### src/rtl/lbst_pkg.sv
package lbst_pkg;

    // Top-level test phases
    typedef enum logic [2:0] {
        TOP_IDLE = 3'd0,
        TOP_ARM  = 3'd1,
        TOP_RUN  = 3'd2,
        TOP_PASS = 3'd3,
        TOP_FAIL = 3'd4
    } top_state_e;

    // Two-bit pattern sequencer: which bit of the pair is outstanding
    typedef enum logic [1:0] {
        PAT_IDLE = 2'd0,
        PAT_ZERO = 2'd1,
        PAT_ONE  = 2'd2
    } pat_state_e;

    // One bit round trip: send handshake, then receive handshake
    typedef enum logic [2:0] {
        HS_IDLE     = 3'd0,
        HS_SEND     = 3'd1,
        HS_SEND_REL = 3'd2,
        HS_RECV     = 3'd3,
        HS_RECV_REL = 3'd4
    } hs_state_e;

endpackage

### src/rtl/lbst_timeout.sv
module lbst_timeout #(
    parameter int CNT_W = 16
) (
    input  logic             clk,
    input  logic             rst_n,
    input  logic             wait_i,
    input  logic             event_i,
    input  logic [CNT_W-1:0] limit_i,
    output logic             expired_o
);

    logic [CNT_W-1:0] cnt_q;

    // Counts samples spent waiting without the awaited edge
    always_ff @(posedge clk) begin
        if (!rst_n) begin
            cnt_q <= '0;
        end else if (!wait_i || event_i) begin
            cnt_q <= '0;
        end else if (cnt_q < limit_i) begin
            cnt_q <= cnt_q + CNT_W'(1);
        end
    end

    always_comb begin
        expired_o = wait_i && !event_i && (cnt_q >= limit_i);
    end

    // counter never runs past the limit while the limit is held
    p_count_bounded_r8: assert property (@(posedge clk) disable iff (!rst_n)
        $stable(limit_i) |-> (cnt_q <= limit_i));

endmodule

### src/rtl/lbst_handshake.sv
module lbst_handshake
    import lbst_pkg::*;
#(
    parameter int NUM_VC = 3,
    parameter int CNT_W  = 16
) (
    input  logic              clk,
    input  logic              rst_n,
    input  logic              kill_i,
    input  logic              go_i,
    input  logic              bit_i,
    input  logic [NUM_VC-1:0] ch_mask_i,
    input  logic [CNT_W-1:0]  limit_i,
    input  logic [NUM_VC-1:0] tx_ack_i,
    input  logic [NUM_VC-1:0] rx_req_i,
    input  logic [NUM_VC-1:0] rx_data_i,
    output logic [NUM_VC-1:0] tx_req_o,
    output logic [NUM_VC-1:0] rx_ack_o,
    output logic              tx_bit_o,
    output logic              done_o,
    output logic              err_o
);

    hs_state_e state_q, state_d;
    logic      bit_q;
    logic      sel_tx_ack, sel_rx_req, sel_rx_data;
    logic      waiting, evt, expired, mismatch;

    // Lines of the channel under test
    always_comb begin
        sel_tx_ack  = |(tx_ack_i  & ch_mask_i);
        sel_rx_req  = |(rx_req_i  & ch_mask_i);
        sel_rx_data = |(rx_data_i & ch_mask_i);
    end

    // Awaited edge of the current step
    always_comb begin
        waiting = (state_q != HS_IDLE);
        unique case (state_q)
            HS_SEND:     evt = sel_tx_ack;
            HS_SEND_REL: evt = !sel_tx_ack;
            HS_RECV:     evt = sel_rx_req;
            HS_RECV_REL: evt = !sel_rx_req;
            default:     evt = 1'b0;
        endcase
        mismatch = (state_q == HS_RECV) && sel_rx_req && (sel_rx_data != bit_q);
    end

    lbst_timeout #(.CNT_W(CNT_W)) u_timer (
        .clk       (clk),
        .rst_n     (rst_n),
        .wait_i    (waiting),
        .event_i   (evt),
        .limit_i   (limit_i),
        .expired_o (expired)
    );

    always_comb begin
        state_d = state_q;
        unique case (state_q)
            HS_IDLE:     if (go_i) state_d = HS_SEND;
            HS_SEND:     if (evt) state_d = HS_SEND_REL;
                         else if (expired) state_d = HS_IDLE;
            HS_SEND_REL: if (evt) state_d = HS_RECV;
                         else if (expired) state_d = HS_IDLE;
            HS_RECV:     if (mismatch) state_d = HS_IDLE;
                         else if (evt) state_d = HS_RECV_REL;
                         else if (expired) state_d = HS_IDLE;
            HS_RECV_REL: if (evt || expired) state_d = HS_IDLE;
            default:     state_d = HS_IDLE;
        endcase
        if (kill_i) state_d = HS_IDLE;
    end

    always_ff @(posedge clk) begin
        if (!rst_n) begin
            state_q <= HS_IDLE;
        end else begin
            state_q <= state_d;
        end
    end

    always_ff @(posedge clk) begin
        if (!rst_n) begin
            bit_q <= 1'b0;
        end else if (state_q == HS_IDLE && go_i) begin
            bit_q <= bit_i;
        end
    end

    always_comb begin
        tx_req_o = {NUM_VC{state_q == HS_SEND}} & ch_mask_i;
        rx_ack_o = {NUM_VC{state_q == HS_RECV_REL}} & ch_mask_i;
        tx_bit_o = bit_q;
        done_o   = (state_q == HS_RECV_REL) && evt && !kill_i;
        err_o    = (expired || mismatch) && !kill_i;
    end

    // one send request at most
    p_tx_onehot_r11: assert property (@(posedge clk) disable iff (!rst_n)
        $onehot0(tx_req_o));

    for (genvar g = 0; g < NUM_VC; g++) begin : g_hs_chk
        // receive acknowledge answers a request that was seen
        p_ack_after_req_r5: assert property (@(posedge clk) disable iff (!rst_n)
            $rose(rx_ack_o[g]) |-> $past(rx_req_i[g]));
        // send request released only after its acknowledge (or on abort)
        p_req_hold_r4: assert property (@(posedge clk) disable iff (!rst_n)
            $fell(tx_req_o[g]) |-> ($past(tx_ack_i[g]) || $past(err_o) || $past(kill_i)));
        // bit stays put during a send request
        p_bit_stable_r4: assert property (@(posedge clk) disable iff (!rst_n)
            (tx_req_o[g] && $past(tx_req_o[g])) |-> $stable(tx_bit_o));
    end

endmodule

### src/rtl/lbst_pattern.sv
module lbst_pattern
    import lbst_pkg::*;
(
    input  logic clk,
    input  logic rst_n,
    input  logic kill_i,
    input  logic begin_i,
    input  logic hs_done_i,
    input  logic hs_err_i,
    output logic go_o,
    output logic bit_o,
    output logic ok_o,
    output logic bad_o
);

    pat_state_e state_q, state_d;

    always_comb begin
        state_d = state_q;
        unique case (state_q)
            PAT_IDLE: if (begin_i) state_d = PAT_ZERO;
            PAT_ZERO: if (hs_err_i) state_d = PAT_IDLE;
                      else if (hs_done_i) state_d = PAT_ONE;
            PAT_ONE:  if (hs_err_i || hs_done_i) state_d = PAT_IDLE;
            default:  state_d = PAT_IDLE;
        endcase
        if (kill_i) state_d = PAT_IDLE;
    end

    always_ff @(posedge clk) begin
        if (!rst_n) begin
            state_q <= PAT_IDLE;
        end else begin
            state_q <= state_d;
        end
    end

    always_comb begin
        go_o  = (state_q == PAT_ZERO) || (state_q == PAT_ONE);
        bit_o = (state_q == PAT_ONE);
        ok_o  = (state_q == PAT_ONE) && hs_done_i && !kill_i;
        bad_o = (state_q != PAT_IDLE) && hs_err_i && !kill_i;
    end

    // the 1 is queued only after the 0 completed its round trip
    p_one_after_zero_r3: assert property (@(posedge clk) disable iff (!rst_n)
        (state_q == PAT_ONE && $past(state_q) != PAT_ONE) |->
            ($past(state_q) == PAT_ZERO && $past(hs_done_i)));

endmodule

### src/rtl/xcvr_loopback_selftest.sv
module xcvr_loopback_selftest
    import lbst_pkg::*;
#(
    parameter int NUM_VC = 3,
    parameter int CNT_W  = 16
) (
    input  logic              clk,
    input  logic              rst_n,
    input  logic [CNT_W-1:0]  timeout_limit,
    output logic [NUM_VC-1:0] tx_req,
    output logic              tx_bit,
    input  logic [NUM_VC-1:0] tx_ack,
    input  logic [NUM_VC-1:0] rx_req,
    input  logic [NUM_VC-1:0] rx_data,
    output logic [NUM_VC-1:0] rx_ack,
    output logic              loop_en,
    output logic              test_done,
    output logic              test_pass
);

    localparam int              CH_W    = (NUM_VC > 1) ? $clog2(NUM_VC) : 1;
    localparam logic [CH_W-1:0] LAST_CH = CH_W'(NUM_VC - 1);

    top_state_e        state_q, state_d;
    logic [CH_W-1:0]   ch_q;
    logic              launch_q;
    logic [NUM_VC-1:0] ch_mask;
    logic              stray, running, kill, begin_pat, advance;
    logic              pat_go, pat_bit, pat_ok, pat_bad;
    logic              hs_done, hs_err;
    logic [NUM_VC-1:0] eng_tx_req, eng_rx_ack;

    for (genvar g = 0; g < NUM_VC; g++) begin : g_mask
        assign ch_mask[g] = (ch_q == CH_W'(g));
    end

    always_comb begin
        running   = (state_q == TOP_RUN);
        kill      = (state_q == TOP_PASS) || (state_q == TOP_FAIL);
        stray     = running && |(rx_req & ~ch_mask);
        advance   = running && pat_ok && !stray && (ch_q != LAST_CH);
        begin_pat = (state_q == TOP_ARM) || launch_q;
    end

    always_comb begin
        state_d = state_q;
        unique case (state_q)
            TOP_IDLE: state_d = TOP_ARM;
            TOP_ARM:  state_d = TOP_RUN;
            TOP_RUN:  if (pat_bad || stray) state_d = TOP_FAIL;
                      else if (pat_ok && ch_q == LAST_CH) state_d = TOP_PASS;
            TOP_PASS: state_d = TOP_PASS;
            TOP_FAIL: state_d = TOP_FAIL;
            default:  state_d = TOP_FAIL;
        endcase
    end

    always_ff @(posedge clk) begin
        if (!rst_n) begin
            state_q <= TOP_IDLE;
        end else begin
            state_q <= state_d;
        end
    end

    // Channel index and next-channel launch
    always_ff @(posedge clk) begin
        if (!rst_n) begin
            ch_q     <= '0;
            launch_q <= 1'b0;
        end else begin
            launch_q <= advance;
            if (advance) ch_q <= ch_q + CH_W'(1);
        end
    end

    lbst_pattern u_pattern (
        .clk       (clk),
        .rst_n     (rst_n),
        .kill_i    (kill),
        .begin_i   (begin_pat),
        .hs_done_i (hs_done),
        .hs_err_i  (hs_err),
        .go_o      (pat_go),
        .bit_o     (pat_bit),
        .ok_o      (pat_ok),
        .bad_o     (pat_bad)
    );

    lbst_handshake #(.NUM_VC(NUM_VC), .CNT_W(CNT_W)) u_engine (
        .clk       (clk),
        .rst_n     (rst_n),
        .kill_i    (kill),
        .go_i      (pat_go),
        .bit_i     (pat_bit),
        .ch_mask_i (ch_mask),
        .limit_i   (timeout_limit),
        .tx_ack_i  (tx_ack),
        .rx_req_i  (rx_req),
        .rx_data_i (rx_data),
        .tx_req_o  (eng_tx_req),
        .rx_ack_o  (eng_rx_ack),
        .tx_bit_o  (tx_bit),
        .done_o    (hs_done),
        .err_o     (hs_err)
    );

    always_comb begin
        tx_req    = eng_tx_req & {NUM_VC{running}};
        rx_ack    = eng_rx_ack & {NUM_VC{running}};
        loop_en   = (state_q == TOP_ARM) || running;
        test_done = kill;
        test_pass = (state_q == TOP_PASS);
    end

    // terminal verdicts hold
    p_pass_terminal_r10: assert property (@(posedge clk) disable iff (!rst_n)
        test_pass |=> (test_pass && test_done));
    p_fail_terminal_r10: assert property (@(posedge clk) disable iff (!rst_n)
        (test_done && !test_pass) |=> (test_done && !test_pass));
    p_done_quiet_r10: assert property (@(posedge clk) disable iff (!rst_n)
        test_done |-> (tx_req == '0 && rx_ack == '0 && !loop_en));
    // pass follows a good return of the final bit
    p_pass_from_ok_r6: assert property (@(posedge clk) disable iff (!rst_n)
        $rose(test_pass) |-> $past(pat_ok));
    // nothing is sent with the loop open
    p_no_tx_unlooped_r2: assert property (@(posedge clk) disable iff (!rst_n)
        (|tx_req) |-> loop_en);
    // requests only on the channel under test
    p_tx_on_sel_r11: assert property (@(posedge clk) disable iff (!rst_n)
        (tx_req & ~ch_mask) == '0);

endmodule

### config.mk
export PLATFORM = sky130hd
export DESIGN_NAME = xcvr_loopback_selftest
export DESIGN_NICKNAME = d
export VERILOG_FILES = /design/src/rtl/lbst_pkg.sv /design/src/rtl/lbst_timeout.sv /design/src/rtl/lbst_handshake.sv /design/src/rtl/lbst_pattern.sv /design/src/rtl/xcvr_loopback_selftest.sv
export SDC_FILE = /design/constraint.sdc
export NUM_CORES = 1
export LEC_CHECK = 0
export BUFFER_PORTS_ARGS = -buffer_cell sky130_fd_sc_hd__clkbuf_2
export CAP_MARGIN = 25
export CORE_UTILIZATION = 56
export CTS_CLUSTER_DIAMETER = 40
export DETAILED_ROUTE_END_ITERATION = 10
export PLACE_DENSITY = 0.8
export SYNTH_ARGS = -nofsm -noshare
export SYNTH_HDL_FRONTEND = slang
export SYNTH_SLANG_ARGS = --single-unit
### constraint.sdc
create_clock -name clk -period 3.1 [get_ports clk]
set_input_delay 0.465 -clock clk [delete_from_list [all_inputs] [get_ports clk]]
set_output_delay 0.465 -clock clk [all_outputs]
set_load 0.1 [all_outputs]
After elaboration in Yosys (flattened, before gate mapping):

Index checks and enable logic that the tools add are counted.

* input bits: 27
* output and inout port bits: 10
* word-level logic and storage cells: 104
* register bits after elaboration: 28

* equality and inequality tests: 20
* reductions and logical operators: 46
* order comparisons: 2
* add/subtract/negate cells: 2
* bitwise operators: 10
* muxes and demuxes: 17

Operators by type and width (number)
* $mux W3: 9
* $and A3 B3 Y3: 8
* $logic_and A1 B1 Y1: 17
* $add A16 B1 Y16 const B: 1
* $ge A16 B16 Y1: 1
* $lt A16 B16 Y1: 1
* $pmux W3 S5: 1
* $eq A3 B2 Y1 const B: 4
* $pmux W3 S4: 1
* $reduce_or A3 Y1: 4
* $logic_or A1 B1 Y1: 9
* $mux W2: 4
* $eq A3 B1 Y1 const B: 2
* $eq A3 B3 Y1 const B: 2
* $logic_not A1 Y1: 6
* $logic_not A3 Y1: 2
* $ne A2 B2 Y1 const B: 3
* $ne A3 B1 Y1 const B: 2
* $pmux W2 S3: 1
* $eq A2 B1 Y1 const B: 2
* $eq A2 B2 Y1 const B: 2
* $logic_not A2 Y1: 2
* $ne A2 B1 Y1 const B: 2
* $pmux W1 S4: 1
* other kinds (9): 10

Depth between registers and ports, before layout:

Gate-level depths: netlist of run 1.

* depth in word-level cells: 15
* gate-level depth with buffers: 9
* depth with buffers taken out: 8

By module:

A second synthesis of run 1 with hierarchy kept.

* cells, all modules: 277
* area total of the unflattened synthesis: 2228.4 sq um

Modules (own cells, without submodules)
* lbst_timeout: sequential area each 320.3 sq um, cells each 154, times used 1, area an instance 1217.4 sq um
* lbst_handshake: sequential area each 80.1 sq um, cells each 57, times used 1, area an instance 422.9 sq um
* xcvr_loopback_selftest: sequential area each 120.1 sq um, cells each 46, times used 1, area an instance 414.1 sq um
* lbst_pattern: sequential area each 40.0 sq um, cells each 20, times used 1, area an instance 173.9 sq um

Worst setup path after synthesis of run 1:

No wires, ideal clock.

* path kind: in2reg
* start: in timeout_limit[1]
* end: reg u_engine.u_timer.cnt_q[12]
* arrival time: 2.427 ns
* library setup time: 0.071 ns
* buffers on the path: 1
* cell stages on the path: 9
* setup slack: 0.603 ns
* required time: 3.029 ns
* cells stage by stage: inv_1 -> ha_1 -> nor2b_1 -> o211a_1 -> o21a_1 -> or4_1 -> clkbuf_1 -> or3_1 -> a21oi_1

* longest elaborated chain between the ends: 1

RTL lines
* start: declaration: line xcvr_loopback_selftest.sv:9 `input logic [CNT_W-1:0] timeout_limit,`
* $lt A16 B16 Y1: line lbst_timeout.sv:20 `end else if (cnt_q < limit_i) begin`
* end signal: assignment: line lbst_timeout.sv:21 `cnt_q <= cnt_q + CNT_W'(1);`
* end: declaration: line lbst_timeout.sv:12 `logic [CNT_W-1:0] cnt_q;`

No other way between the ends.
A chain may end at the register's enable or synchronous reset.

Final worst setup path of run 1:

* start: reg ch_q[0]
* end: reg u_engine.u_timer.cnt_q[4]

* longest elaborated chain between the ends: 7
* elaborated cells between the ends (all ways): 12
* those cells by class: eq/ne (2); mux (1); bitwise (2); reduce/logical (7)

RTL lines
* start: declaration: line xcvr_loopback_selftest.sv:25 `logic [CH_W-1:0] ch_q;`
* start signal: assignment: line xcvr_loopback_selftest.sv:73 `if (advance) ch_q <= ch_q + CH_W'(1);`
* $eq A2 B1 Y1 (tied with other cells): line xcvr_loopback_selftest.sv:34 `assign ch_mask[g] = (ch_q == CH_W'(g));`
* $and A3 B3 Y3 (on tied branches): line lbst_handshake.sv:32, lbst_handshake.sv:31
* $reduce_or A3 Y1 (on tied branches): line lbst_handshake.sv:32, lbst_handshake.sv:31
* $logic_not A1 Y1 (on tied branches): line lbst_handshake.sv:43, lbst_handshake.sv:41
* $pmux W1 S4 (*): line lbst_handshake.sv:39 `unique case (state_q)`
* $logic_or A1 B1 Y1 (*): line lbst_timeout.sv:18 `end else if (!wait_i || event_i) begin`
* $reduce_or A2 Y1 (no line) (*)

Every way passes the cells marked *; elsewhere a longest branch is shown, timed or not.

==> impl_metrics.py, run 1 <==
metrics = {
    "outcome": {
        "status": "complete, no violations",
    },
    "final_layout": {
        "drive_above_1_share": 0.150,
        "final_common_cell": "clkbuf_2",
        "final_util": 0.668,
        "syn_to_final_growth_pct": 13.5,
        "nNetsFinal": 370,
        "n_antenna_cell": 0,
        "final_cells": 367,
        "final_cell_mix": "clkbuf_2, inv_1, nand2_1, dfxtp_1, ha_1",
        "num-fill-cells": 336,
    },
    "power": {
        "switching_power_mw": 0.352,
        "total_power_mw": 0.964,
        "p_seq_frac": 0.432,
        "p_per_area_nw_per_um2": 394,
        "vdd_drop_max_v": 0.000313,
        "p_int_mw": 0.612,
        "switching_share": 0.365,
        "p_comb_frac": 0.332,
        "p_leak_nw": 1.06,
        "clockPowerShare": 0.236,
    },
    "worst_setup_path": {
        "cp_max_fo": 16,
        "end_kind": "flop",
        "path_delay_family": "simple AND/OR/NAND/NOR gates",
        "critPathLaunchType": "flop",
        "worstPathRequired_ns": 3.31,
        "worstSetupPathType": "flop to flop",
        "path_buf_inv": 1,
        "cpMaxStageDelayCell": "a222oi_1",
        "critical_path_arrival_ns": 3.10,
        "worstPathCellList": "inv_1 > ha_1 > a222oi_1 > nor3_1 > nor4b_2 > nand2_2 > or4_1 > o21ai_0",
        "slowest_delay_ns": 0.61,
    },
    "floorplanning": {
        "fp.coreArea_um2": 3660,
        "die_area_um2": 4100,
        "io_pins": 37,
        "rows": 22,
        "dieWidth_um": 64.0,
        "initial_utilization": 0.588,
        "die-height_um": 64.0,
    },
    "sta": {
        "rsz0062_at_grt": "no",
        "fmax_mhz": 346,
        "drv_slew": 0,
        "period_share": 0.934,
        "slew_headroom": 0.499,
        "finalClockSkew_ns": 0.00181,
        "setup_viol": 0,
        "hold_viol": 0,
        "tns_ns": 0,
        "tightest_slew_ns": 0.745,
        "min_period_ns": 2.89,
        "timing.hold.ws_ns": 0.500,
    },
    "drt": {
        "avgViaCountPerCell": 6.02,
        "finalWirelength_mm": 5.07,
        "routedWlPerCell_um": 13.8,
        "drt_iter0_drc": 77,
        "drtAntennaViolNets": 0,
        "drc": 0,
        "dr_total_vias": 2211,
        "drt-pass1-iter-count": 5,
    },
    "clocking": {
        "clk_latency_ns": 0.27,
        "cts.htree.levels": 1,
        "cts-root-buf": "clkbuf_8",
        "cts.path.max_buffers": 2,
        "cts_sinks": 28,
        "postCtsHoldBufs": 0,
        "cts_tree": "built",
        "cts.clk_slew.worst_paths_ns": 0.09,
        "cts_buffers": 3,
    },
    "global_route": {
        "grt_use_total": 0.256,
        "grt_pass1_vias": 1946,
        "grt_overflow": 0,
        "grt_pass1_wl_mm": 8.40,
        "grt_antenna_before_repair": 0,
        "grt_max_degree": 17,
    },
    "logic_synthesis": {
        "syn_avg_cell_area_um2": 7.58,
        "synth.net_count": 334,
        "synth.cell_area_um2": 2150,
        "synth-edff-count": 0,
        "seq_area_frac_synth": 0.260,
        "syn-instance-count": 284,
        "synth-warning-count": 0,
        "synth_top_area_cell": "dfxtp_1",
        "netlist.area_leader.share": 0.260,
        "ys_seq_elements": 28,
        "ys_async_sr_fraction": 0,
        "ys_types": 47,
        "synth_top_flop_cell": "dfxtp_1",
        "synth_area_leaders": "dfxtp_1, ha_1, inv_1",
    },
    "worst_hold_path": {
        "hp-class": "flop to flop",
    },
    "job": {
        "maxCapViolations": 0,
    },
    "place": {
        "numPortBuffers": 36,
        "gpl.final_weighted_congestion": 0.859,
        "dp_hpwl_mm": 4.02,
        "post-place-cells": 362,
    },
}
==> routing by layer <==
layer,track usage,vias up,share of wire
met2,0.493,53,0.54
met5,0,-,0
met3,0.0446,2,0.032
met1,0.289,1049,0.42
met4,0.0540,0,0.0049
li1,-,1107,-
==> cell type report <==
cell class,count,area [um2],area share
inverter,33,124,0.0507
sequential,28,561,0.229
multi-input combinational,214,1440,0.587
timing repair buffer,40,210,0.0860
clock buffer,4,55.1,0.0225
tap,48,60.1,0.0246
==> timing repair <==
action	CTS	global route
endpoints found under the hold margin	0	0
endpoints found under the setup margin	0	3
buffers inserted	0	1
gates resized for setup	0	0
==> Yosys cell counts, drive strengths merged (3+ instances only) <==
cell type	instances
or4	6
nor2	11
a211oi	4
nand2	29
inv	33
ha	23
o21a	3
dfxtp	28
xnor2	4
a222oi	4
nor3b	3
or3	7
and3	3
o22ai	4
and2	10
nor2b	3
o21ai	16
o31ai	4
nand3	6
clkbuf	9
nor3	11
a21oi	20
nor4	3
o211ai	4
nand4	11
==> path summary, 6_finish.rpt <==
check	slack, ns	from	endpoint	depth (start not counted)
min reg2reg	0.50	u_pattern.state_q[1]$_SDFFE_PP0P_	u_pattern.state_q[1]$_SDFFE_PP0P_	2
max	0.21	ch_q[0]$_SDFFE_PN0P_	u_engine.u_timer.cnt_q[4]$_SDFFE_PP0P_	8
min	0.50	u_pattern.state_q[1]$_SDFFE_PP0P_	u_pattern.state_q[1]$_SDFFE_PP0P_	2
max reg2reg	0.21	ch_q[0]$_SDFFE_PN0P_	u_engine.u_timer.cnt_q[4]$_SDFFE_PP0P_	8
==> sequential cells by signal (all words and copies together), names as in the netlist <==
register	flops
ch_q	2
u_pattern.state_q	2
u_engine.state_q	3
u_engine.u_timer.cnt_q	16
u_engine.tx_bit_o	1
state_q	3
launch_q	1
==> worst reg2reg max path, cell delays in order, from the launching register on <==
cell and delay (ns):
dfxtp_1 0.35, inv_1 0.08, ha_1 0.30, a222oi_1 0.61, nor3_1 0.13, nor4b_2 0.44
nand2_2 0.29, or4_1 0.56, o21ai_0 0.08
==> stage by stage <==
step / setup slack, ns / cell area [um2]
after floorplan: 0.603 / 2150
after global routing: 0.00339 / 2440
final: 0.206 / 2440
after CTS: 0.164 / 2440
after global placement: 0.373 / 2380
after detailed placement: 0.205 / 2380
==> kinds of logic after synthesis <==
kind of cell	after synthesis	synth area share
flip-flops	28	0.260
AND/OR/NAND/NOR	113	0.288
AO/OA/AOI/OAI	71	0.215
multiplexers	2	0.00930
adder cells (fa/ha/maj)	23	0.134
XOR/XNOR	5	0.0203
buffers and inverters	42	0.0732
==> power groups by stage <==
| stage | clock network [mW] | registers, mW | logic [mW] |
|---|---|---|---|
| 6_report | 0.227 | 0.416 | 0.320 |
| 5_1_grt | 0.250 | 0.419 | 0.352 |
| 4_1_cts | 0.235 | 0.415 | 0.314 |
| 3_5_place_dp | 0 | 0.424 | 0.312 |
| 3_3_place_gp | 0 | 0.423 | 0.308 |
| 2_1_floorplan | 0 | 0.401 | 0.264 |
Power figures use the tool's default switching activity.
==> inputs of run 2 (changes only) <==
--- a/config.mk
+++ b/config.mk
@@ -7,10 +7,12 @@
 export LEC_CHECK = 0
 export BUFFER_PORTS_ARGS = -buffer_cell sky130_fd_sc_hd__clkbuf_2
 export CAP_MARGIN = 25
-export CORE_UTILIZATION = 56
+export CELL_PAD_IN_SITES_DETAIL_PLACEMENT = 1
+export CELL_PAD_IN_SITES_GLOBAL_PLACEMENT = 1
+export CORE_UTILIZATION = 41
 export CTS_CLUSTER_DIAMETER = 40
 export DETAILED_ROUTE_END_ITERATION = 10
-export PLACE_DENSITY = 0.8
+export PLACE_DENSITY_LB_ADDON = 0.1
 export SYNTH_ARGS = -nofsm -noshare
 export SYNTH_HDL_FRONTEND = slang
 export SYNTH_SLANG_ARGS = --single-unit
==> run 2 against run 1 <==
- critical path type unchanged
- fmax up 4.7%
- clock skew up 0.011 ns
- count of clock-buffer cells in the layout down 1
==> impl_metrics.py, run 2 (synthesized netlist as in run 1, its figures left out) <==
metrics = {
    "job": {
        "maxCapViolations": 0,
    },
    "global_route": {
        "grt_max_degree": 17,
        "grt_pass1_vias": 2082,
        "grt_overflow": 0,
        "grt_use_total": 0.227,
        "grt_antenna_before_repair": 0,
        "grt_pass1_wl_mm": 9.89,
    },
    "clocking": {
        "cts_buffers": 3,
        "clk_latency_ns": 0.29,
        "cts.path.max_buffers": 2,
        "cts.htree.levels": 1,
        "postCtsHoldBufs": 0,
        "cts_sinks": 28,
        "cts_setup_buffers": 0,
        "cts_tree": "built",
        "cts.clk_slew.worst_paths_ns": 0.11,
        "cts_resized": 0,
        "cts-root-buf": "clkbuf_8",
    },
    "worst_setup_path": {
        "critPathLaunchType": "flop",
        "cpMaxStageDelayCell": "a222oi_1",
        "worstSetupPathType": "flop to flop",
        "worstPathRequired_ns": 3.31,
        "critical_path_arrival_ns": 2.98,
        "path_buf_inv": 1,
        "end_kind": "flop",
        "worstPathCellList": "inv_1 > ha_1 > a222oi_1 > nor3_1 > nor4b_2 > nand2_2 > or4_1 > o21ai_0",
        "cp_max_fo": 10,
        "slowest_delay_ns": 0.54,
        "path_delay_family": "simple AND/OR/NAND/NOR gates",
    },
    "worst_hold_path": {
        "hp-class": "flop to flop",
    },
    "place": {
        "dp_hpwl_mm": 4.79,
        "gpl.final_weighted_congestion": 0.820,
        "numPortBuffers": 36,
    },
    "floorplanning": {
        "die_area_um2": 5550,
        "rows": 26,
        "fp.coreArea_um2": 5070,
        "initial_utilization": 0.424,
        "io_pins": 37,
        "dieWidth_um": 74.5,
        "die-height_um": 74.5,
    },
    "final_layout": {
        "syn_to_final_growth_pct": 17.3,
        "regMostFlops": "u_engine.u_timer.cnt_q",
        "final_common_cell": "clkbuf_2",
        "n_antenna_cell": 0,
        "drive_above_1_share": 0.164,
        "final_util": 0.498,
        "nNetsFinal": 375,
        "final_cell_mix": "clkbuf_2, inv_1, nand2_1, dfxtp_1, ha_1",
        "largest_reg_flops": 16,
        "reg_top3": "u_engine.u_timer.cnt_q (16), state_q (3), u_engine.state_q (3)",
    },
    "sta": {
        "setup_viol": 0,
        "period_share": 0.892,
        "hold_viol": 0,
        "drv_slew": 0,
        "rsz0062_at_grt": "no",
        "tns_ns": 0,
        "min_period_ns": 2.77,
        "tightest_slew_ns": 0.980,
        "fmax_mhz": 362,
        "finalClockSkew_ns": 0.0128,
        "slew_headroom": 0.341,
    },
    "power": {
        "p_per_area_nw_per_um2": 415,
        "p_leak_nw": 1.09,
        "vdd_drop_max_v": 0.000184,
    },
    "drt": {
        "drt_iter0_drc": 156,
        "drc": 0,
        "drt-pass1-iter-count": 4,
        "routedWlPerCell_um": 15.0,
        "finalWirelength_mm": 5.92,
        "drtAntennaViolNets": 0,
        "avgViaCountPerCell": 5.60,
        "dr_total_vias": 2207,
    },
    "outcome": {
        "status": "complete, no violations",
    },
}
[run 2: power breakdown]
| part | leakage, nW | switching (mW) | internal [mW] |
|---|---|---|---|
| combinational | 0.829 | 0.215 | 0.122 |
| clock | 0.0357 | 0.123 | 0.173 |
| sequential | 0.227 | 0.0342 | 0.381 |
[run 2: per-layer routing]
| layer | part of all wire | GRT usage |
|---|---|---|
| met5 | 0 | 0 |
| met2 | 0.45 | 0.361 |
| met1 | 0.52 | 0.325 |
| met3 | 0.025 | 0.0352 |
| met4 | 0.0074 | 0.0398 |
[run 2: path summary, 6_finish.rpt]
check                                          startpoint                                       to  slack (ns)  cells after the start
setup reg to reg                     ch_q[0]$_SDFFE_PN0P_   u_engine.u_timer.cnt_q[4]$_SDFFE_PP0P_        0.33                      8
setup / recovery                     ch_q[0]$_SDFFE_PN0P_   u_engine.u_timer.cnt_q[4]$_SDFFE_PP0P_        0.33                      8
hold / removal    u_engine.u_timer.cnt_q[15]$_SDFFE_PP0P_  u_engine.u_timer.cnt_q[15]$_SDFFE_PP0P_        0.51                      2
hold reg to reg   u_engine.u_timer.cnt_q[15]$_SDFFE_PP0P_  u_engine.u_timer.cnt_q[15]$_SDFFE_PP0P_        0.51                      2
[run 2: through the flow]
| step | setup slack, ns | power (mW) | hold slack (ns) | instance area (um2) | instances |
|---|---|---|---|---|---|
| global route | 0.140 | 1.11 | 0.528 | 2530 | 394 |
| floorplan | 0.603 | 0.666 | 0.456 | 2150 | 284 |
| detailed placement | 0.307 | 0.757 | 0.484 | 2450 | 390 |
| global placement | 0.398 | 0.752 | 0.471 | 2450 | 390 |
| finish | 0.335 | 1.05 | 0.505 | 2530 | 394 |
| CTS | 0.325 | 1.06 | 0.506 | 2530 | 394 |
[run 2: tightest hold or removal path: stages (launching register included)]
cell	delay, ns
dfxtp_1	0.34
o31ai_1	0.07
a21oi_1	0.06
[run 2: final cells by class]
class / count / area, um2
Inverter: 33 / 124
Multi-Input combinational cell: 214 / 1440
Clock buffer: 3 / 41.3
Clock inverter: 1 / 30.0
Tap cell: 70 / 87.6
Sequential cell: 28 / 561
Timing Repair Buffer: 45 / 248
Fill cell: 651 / 2550
==> inputs of run 3 (changes only) <==
--- a/config.mk
+++ b/config.mk
@@ -5,13 +5,13 @@
 export SDC_FILE = /design/constraint.sdc
 export NUM_CORES = 1
 export LEC_CHECK = 0
-export BUFFER_PORTS_ARGS = -buffer_cell sky130_fd_sc_hd__clkbuf_2
 export CAP_MARGIN = 25
 export CELL_PAD_IN_SITES_DETAIL_PLACEMENT = 1
 export CELL_PAD_IN_SITES_GLOBAL_PLACEMENT = 1
-export CORE_UTILIZATION = 41
+export CORE_UTILIZATION = 46
 export CTS_CLUSTER_DIAMETER = 40
 export DETAILED_ROUTE_END_ITERATION = 10
+export DONT_BUFFER_PORTS = 1
 export PLACE_DENSITY_LB_ADDON = 0.1
 export SYNTH_ARGS = -nofsm -noshare
 export SYNTH_HDL_FRONTEND = slang
==> run 3 against run 2 <==
- sequential power increased by 1%
- via count shrank 4.8%
- register-to-register slack gained 0.05 ns
- sequential share of layout area up 1.7 points
- first-iteration DRC count fell by 30%
- critical endpoint unchanged
- cell count shrank 12%
- largest power group unchanged
- critical path type unchanged
- combinational power decreased by 6.8%
- count of clock-buffer cells in the layout is the same
- critical path depth grew 1
==> impl_metrics.py, run 3 (synthesized netlist as in run 1, its figures left out) <==
metrics = {
    "worst_setup_path": {
        "worstPathCellList": "inv_1 > ha_1 > a222oi_1 > buf_4 > nor3_1 > nor4b_2 > nand2_2 > or4_1 > o21ai_0",
        "crit_end": "u_engine.u_timer.cnt_q[4]$_SDFFE_PP0P_",
        "cpMaxStageDelayCell": "or4_1",
        "path_buf_inv": 2,
        "regToRegStartpoint": "ch_q[1]$_SDFFE_PN0P_",
        "slowest_delay_ns": 0.57,
        "rrSetupSlack_ns": 0.39,
        "critPathLaunchType": "flop",
        "path_delay_family": "simple AND/OR/NAND/NOR gates",
        "end_kind": "flop",
        "worstSetupPathType": "flop to flop",
        "cp.depth": 9,
        "r2r-end": "u_engine.u_timer.cnt_q[4]$_SDFFE_PP0P_",
        "critical_path_arrival_ns": 2.91,
        "cp_max_fo": 16,
        "worstPathRequired_ns": 3.30,
        "worst-r2r-cell-count": 9,
        "cp-startpoint": "ch_q[1]$_SDFFE_PN0P_",
    },
    "drt": {
        "drtAntennaViolNets": 0,
        "dr_total_vias": 2102,
        "finalWirelength_mm": 5.72,
        "drt-pass1-iter-count": 4,
        "drt_iter0_drc": 109,
        "drc": 0,
        "routedWlPerCell_um": 16.5,
        "avgViaCountPerCell": 6.08,
    },
    "outcome": {
        "status": "complete, no violations",
    },
    "global_route": {
        "grt_overflow": 0,
        "grt_antenna_before_repair": 0,
        "grt_use_total": 0.248,
        "grt_pass1_wl_mm": 9.96,
        "grt_max_degree": 17,
        "grt_pass1_vias": 2084,
    },
    "sta": {
        "tightest_slew_ns": 0.885,
        "hold_viol": 0,
        "tns_ns": 0,
        "timing.hold.ws_ns": 0.322,
        "drv_slew": 0,
        "slew_headroom": 0.405,
        "min_period_ns": 2.71,
        "rsz0062_at_grt": "no",
        "finalClockSkew_ns": 0.00657,
        "setup_viol": 0,
        "fmax_mhz": 369,
        "period_share": 0.875,
    },
    "clocking": {
        "cts.htree.levels": 1,
        "cts_setup_buffers": 0,
        "cts-root-buf": "clkbuf_8",
        "cts_resized": 0,
        "cts_tree": "built",
        "cts_buffers": 3,
        "cts.clk_slew.worst_paths_ns": 0.09,
        "postCtsHoldBufs": 0,
        "cts_sinks": 28,
        "clk_latency_ns": 0.27,
        "cts.path.max_buffers": 2,
    },
    "final_layout": {
        "final_cells": 346,
        "reg_top3": "u_engine.u_timer.cnt_q (16), state_q (3), u_engine.state_q (3)",
        "final_common_cell": "inv_1",
        "largest_reg_flops": 16,
        "seq_area_um2": 561,
        "syn_to_final_growth_pct": 9.12,
        "design_area_um2": 2350,
        "n_antenna_cell": 0,
        "drive_above_1_share": 0.0816,
        "nNetsFinal": 346,
        "num-fill-cells": 560,
        "final_cell_mix": "inv_1, nand2_1, dfxtp_1, ha_1, a21oi_1",
        "multi_input_area_um2": 1440,
        "regMostFlops": "u_engine.u_timer.cnt_q",
    },
    "floorplanning": {
        "die-height_um": 70.4,
        "rows": 24,
        "fp.coreArea_um2": 4410,
        "initial_utilization": 0.488,
        "io_pins": 37,
        "die_area_um2": 4960,
        "dieWidth_um": 70.4,
    },
    "power": {
        "p_per_area_nw_per_um2": 396,
        "p_leak_nw": 0.963,
        "vdd_drop_max_v": 0.000244,
        "total_power_mw": 0.932,
    },
    "place": {
        "place_area_um2": 2310,
        "numPortBuffers": 0,
        "dp_hpwl_mm": 4.58,
        "post-place-cells": 343,
        "gpl.final_weighted_congestion": 0.869,
    },
    "worst_hold_path": {
        "hp-class": "input pin to flop",
    },
    "job": {
        "maxCapViolations": 0,
    },
}
-- run 3: worst min-delay path by stage --
stage / end / from / slack, ns / depth (start not counted)
2_1_floorplan: u_engine.u_timer.cnt_q[15]$_SDFFE_PP0P_ / u_engine.u_timer.cnt_q[15]$_SDFFE_PP0P_ / 0.46 / 2
3_3_place_gp: u_engine.u_timer.cnt_q[15]$_SDFFE_PP0P_ / u_engine.u_timer.cnt_q[15]$_SDFFE_PP0P_ / 0.47 / 2
3_5_place_dp: u_engine.u_timer.cnt_q[15]$_SDFFE_PP0P_ / u_engine.u_timer.cnt_q[15]$_SDFFE_PP0P_ / 0.49 / 2
4_1_cts: launch_q$_SDFF_PN0_ / rst_n / 0.32 / 1
5_1_grt: state_q[2]$_SDFFE_PN0P_ / rst_n / 0.31 / 1
6_report: ch_q[0]$_SDFFE_PN0P_ / rst_n / 0.32 / 1
-- run 3: worst reg2reg max path, cell delays in order, from the launching register on --
cell	delay, ns
dfxtp_1	0.36
inv_1	0.07
ha_1	0.25
a222oi_1	0.35
buf_4	0.20
nor3_1	0.06
nor4b_2	0.39
nand2_2	0.27
or4_1	0.57
o21ai_0	0.10
-- run 3: final cells by class --
class                           instances  area share
Multi-Input combinational cell        214       0.612
Sequential cell                        28       0.239
Inverter                               33      0.0527
Timing Repair Buffer                   16      0.0511
Tap cell                               52      0.0277
Clock buffer                            3      0.0176
-- run 3: layer usage --
metal / vias to the layer above / share of wire / global-route usage
met2: 43 / 0.44 / 0.379
met5: - / 0 / 0
met1: 993 / 0.51 / 0.362
li1: 1061 / - / -
met4: 0 / 0.0065 / 0.0556
met3: 5 / 0.042 / 0.0390
-- run 3: stage by stage --
step | util | worst slack (ns)
2_1_floorplan | - | 0.603
3_3_place_gp | 0.523 | 0.485
3_5_place_dp | 0.523 | 0.400
4_1_cts | 0.532 | 0.388
5_1_grt | 0.532 | 0.162
6_report | 0.532 | 0.388
-- run 3: power breakdown --
part           switching (mW)  internal [mW]  total, mW
registers              0.0396          0.381      0.420
logic                   0.204          0.111      0.315
clock network           0.109         0.0872      0.196
